**config.mk**
```make
export PLATFORM = sky130hd
export DESIGN_NAME = ddc_stream_tx
export DESIGN_NICKNAME = d
export VERILOG_FILES = /design/src/rtl/ddc_stream_tx.sv
export SDC_FILE = /design/constraint.sdc
export NUM_CORES = 1
export LEC_CHECK = 0
export BUFFER_PORTS_ARGS = -buffer_cell sky130_fd_sc_hd__buf_2
export CAP_MARGIN = 25
export CORE_AREA = 2 2 44 66
export DETAILED_ROUTE_END_ITERATION = 6
export DIE_AREA = 0 0 46 68
export MAX_ROUTING_LAYER = met4
export PLACE_DENSITY = 0.66
export SYNTH_ARGS = -nofsm -noshare
export SYNTH_HDL_FRONTEND = slang
export SYNTH_SLANG_ARGS = --single-unit
```
**constraint.sdc**
```tcl
create_clock -name clk -period 4.6 [get_ports clk]
set_input_delay 0.46 -clock clk [delete_from_list [all_inputs] [get_ports clk]]
set_output_delay 0.46 -clock clk [all_outputs]
set_load 0.02 [all_outputs]
```
**src/rtl/ddc_stream_tx.sv**
```systemverilog
module ddc_stream_tx #(
  parameter int ADDR_W     = 7,
  parameter int DATA_W     = 8,
  parameter int LEAD_EDGES = 9
) (
  input  logic              clk,
  input  logic              rst_n,
  input  logic              enable,
  input  logic              restart,
  input  logic              vclk,
  output logic [ADDR_W-1:0] rd_addr,
  input  logic [DATA_W-1:0] rd_data,
  output logic              sda_out,
  output logic              sda_oe
);
  localparam int SLOT   = DATA_W + 1;
  localparam int IDX_W  = $clog2(SLOT);
  localparam int LEAD_W = $clog2(LEAD_EDGES + 1);
  localparam logic [IDX_W-1:0]  LAST_BIT = IDX_W'(DATA_W - 1);
  localparam logic [IDX_W-1:0]  FILL_IDX = IDX_W'(DATA_W);
  localparam logic [LEAD_W-1:0] LEAD_MAX = LEAD_W'(LEAD_EDGES);

  logic              vs1, vs2, vs3;
  logic              rise;
  logic [LEAD_W-1:0] lead_cnt;
  logic              lead_done;
  logic [IDX_W-1:0]  idx;
  logic [ADDR_W-1:0] addr;
  logic [DATA_W-1:0] shifted;
  logic              sda_q, oe_q;

  assign rise      = vs2 & ~vs3;
  assign lead_done = (lead_cnt == LEAD_MAX);
  assign shifted   = rd_data << idx;
  assign rd_addr   = addr;
  assign sda_out   = sda_q;
  assign sda_oe    = oe_q;

  always_ff @(posedge clk or negedge rst_n) begin
    if (!rst_n) begin
      vs1 <= 1'b0;
      vs2 <= 1'b0;
      vs3 <= 1'b0;
    end else begin
      vs1 <= vclk;
      vs2 <= vs1;
      vs3 <= vs2;
    end
  end

  always_ff @(posedge clk or negedge rst_n) begin
    if (!rst_n) begin
      lead_cnt <= '0;
      idx      <= '0;
      addr     <= '0;
      sda_q    <= 1'b1;
      oe_q     <= 1'b0;
    end else if (restart) begin
      lead_cnt <= LEAD_MAX;
      idx      <= '0;
      addr     <= '0;
      sda_q    <= 1'b1;
      oe_q     <= 1'b0;
    end else if (!enable) begin
      oe_q <= 1'b0;
    end else if (rise) begin
      if (!lead_done) begin
        lead_cnt <= lead_cnt + 1'b1;
      end else begin
        oe_q  <= 1'b1;
        sda_q <= (idx == FILL_IDX) ? 1'b1 : shifted[DATA_W-1];
        if (idx == LAST_BIT) addr <= addr + 1'b1;
        idx <= (idx == FILL_IDX) ? '0 : idx + 1'b1;
      end
    end
  end

  assert_reset_quiet_R1: assert property (@(posedge clk)
    !rst_n |=> (!sda_oe && rd_addr == '0));

  assert_lead_quiet_R2: assert property (@(posedge clk) disable iff (!rst_n)
    !lead_done |-> !sda_oe);

  assert_addr_step_R6: assert property (@(posedge clk) disable iff (!rst_n)
    (rd_addr != $past(rd_addr)) |-> (rd_addr == ADDR_W'($past(rd_addr) + 1'b1) || rd_addr == '0));

  assert_restart_clear_R8: assert property (@(posedge clk) disable iff (!rst_n)
    restart |=> (rd_addr == '0 && !sda_oe));

  assert_pause_hold_R9: assert property (@(posedge clk) disable iff (!rst_n)
    (!enable && !restart) |=> ($stable(rd_addr) && !sda_oe));

  assert_oe_after_edge_R10: assert property (@(posedge clk) disable iff (!rst_n)
    $rose(sda_oe) |-> $past(rise));
endmodule

```
==> reports/results.tsv <==
metric	value	unit
clk_latency	250	ps
ir_drop	140.5	µV
numCtsBuffers	3	
cts_tree	built	
final_cells	154	
clk_pin_slew	70	ps
required	4780	ps
num_rows	23	
hold_viol	0	
yosysTopAreaCell	dfrtp_1	
ys_seq_area_share	45.26	%
relSlewSlack	71.50	%
critPathTopFamily	simple AND/OR/NAND/NOR gates	
syn_area	1109	µm²
drv_slew	0	
cp_max_fo	11	
io_pins	22	
die_y	68	µm
cp.arrival	2110	ps
synth_seq_cells	20	
cp_num_cells	6	
grt_pass1_vias	842	
p_int	0.2640	mW
post_cts_buffers	0	
timing.rr.end	idx[0]	
cap_violations	0	
nNetsFinal	148	
critPathBufInv	1	
routed_via_density	5.526	
finalWorstSetupSlack	2673	ps
power_frac_comb	6.5	%
fin_worst_skew	2.260	ps
cts_max_path_buffers	2	
portBuffers	21	
start_kind	flop	
dieArea	3128	µm²
dp.cells	150	
core-area	2590	µm²
setup_tns	0	ps
sw_frac_of_total	20.57	%
power.density	262.2	nW/µm²
grt_pass1_wl	3.422	mm
syn-num-nets	128	
h-tree-depth	1	
grt_usage	15.02	%
path_cells	inv_1 -> ha_1 -> nand3b_1 -> or2_1 -> or3_4 -> a21oi_2	
cts_hold_buf	0	
grt-ovfl-total	0	
min_period_over_period	41.88	%
fmax	519.0	MHz
fin_util	48.94	%
r2r_setup_slack	2670	ps
finalSetupViolCount	0	
worstMarginPinSlew	427.4	ps
worstSetupEndpointType	flop	
vias	851	
drtIter0Drc	22	
firstDrtPassIters	6	
yosysWarningCount	0	
die_w	46	µm
reg2regPathDepth	6	
initial_utilization	42.80	%
dp_slack	2693	ps
synth_cell_types	31	
synth.avg_cell_area	10.08	µm²
area_growth	14.33	%
timing.rr.start	lead_cnt[1]	
dpl-instance-area	1212	µm²
power_frac_clock	39.0	%
final_antenna_net_count	0	
drcViolationCount	0	
crit_path_max_incr_delay	430	ps
critPathSlowestCell	or2_1	
seq_power_share	54.5	%
hpwl	1.593	mm
outcome	finished clean	
hold_class	primary input to asynchronous set/reset pin	
final_layout_size_suffix_gt1_share	24.03	%
clock_sinks	20	
diodes	0	
layout_min_cycle_time	1927	ps
fin_hold_ws	138.6	ps
p_leak	0.5540	nW
cts-resized-gates	0	
postLayoutCellArea	1267	µm²
power	0.3324	mW
wirelength	2.014	mm
critPathKind	flop to flop	
post_drt_wl_per_cell	13.08	µm
rsz0062_at_grt	no	
gp_congestion	0.7799	
syn_inst	110	
grt_max_degree	21	
synthTopCellsByArea	dfrtp_1 43%, mux2i_1 7.2%, ha_1 5.6%	
antenna_found_initial	0	
netlist.area_leader.share	42.89	%
root_buffer	clkbuf_8	
fill_cells	255	
p_switching	0.06837	mW
==> flip-flops by register name, summed over array words and instances, names as in the netlist <==
register / count
rd_addr: 7
sda_oe: 1
sda_out: 1
vs2: 1
lead_cnt: 4
vs1: 1
vs3: 1
idx: 4
==> Yosys cell counts (all sizes together) <==
master and n:
ha 5, o32ai 2, dfrtp 19, nor3 2
inv 5, nand3b 3, nand2b 3, nor2 12
o21bai 1, a21oi 5, and2 1, o21ai 3
nor4 7, clkbuf 2, xor2 3, dfstp 1
nand4 3, or3 1, nand3 2, mux2i 8
or2 2, nand4b 2, xnor2 6, and3b 1
buf 4, nand2 7
==> how the worst max path moves through the flow <==
stage	to	from
floorplan	idx[0]	lead_cnt[1]
global placement	idx[0]	lead_cnt[1]
detailed placement	idx[0]	lead_cnt[1]
CTS	idx[0]	lead_cnt[1]
global route	idx[0]	lead_cnt[1]
finish	idx[0]	lead_cnt[1]
==> worst reg2reg max path, delay by kind of cell (launching register included) <==
kind | cells | cell delay (ps)
simple gates | 3 | 1120
flops | 1 | 410
buf+inv | 1 | 70
compound gates | 1 | 130
fa+ha+maj | 1 | 130
==> cell usage in the layout, fill, tap and decap left out, types with 2 or more instances in the layout <==
master,count
nand4_1,3
xnor2_1,6
nand2b_1,3
buf_2,21
nand4b_1,2
nor2_1,12
mux2i_1,8
o32ai_1,2
ha_1,5
o21ai_0,3
nand3b_1,2
nor4_1,7
inv_1,5
nor3_1,2
nand3_1,2
clkbuf_8,4
nand2_1,7
a21oi_1,4
dfrtp_1,19
xor2_1,3
==> power by group through the flow <==
stage | Combinational (mW) | Sequential (mW) | Clock [mW]
3_3_place_gp | 0.0218 | 0.184 | 0
6_report | 0.0216 | 0.181 | 0.130
3_5_place_dp | 0.0222 | 0.185 | 0
4_1_cts | 0.0222 | 0.181 | 0.133
5_1_grt | 0.0250 | 0.182 | 0.139
2_1_floorplan | 0.0123 | 0.184 | 0
==> logic make-up (layout without fill, tap and decap cells) <==
logic type / Yosys count / in the layout / share of synthesized area (%)
AO/OA/AOI/OAI: 11 / 11 / 6.208
XOR/XNOR: 9 / 9 / 7.111
adder cells (fa/ha/maj): 5 / 5 / 5.643
buffers and inverters: 11 / 30 / 4.628
flip-flops: 20 / 20 / 45.26
multiplexers: 8 / 8 / 7.224
AND/OR/NAND/NOR: 46 / 46 / 23.93
==> per-layer routing <==
metal  GRT usage (%)  up-vias  routed length (µm)
li1                -      420                   -
met1           15.09      422                 829
met2           28.47        7                1126
met3           1.583        2                  40
met4           5.357        0                  18
met5               -        -                   0
==> layout make-up <==
cell class	instances	area [µm²]	area share, %
well taps	25	31.28	2.468
inverters	5	18.77	1.481
clock buffers	4	55.05	4.344
flip-flops and latches	20	501.7	39.59
repair buffers	21	105.1	8.292
multi-input cells	79	555.5	43.83
(Power assumes the default switching activity.)
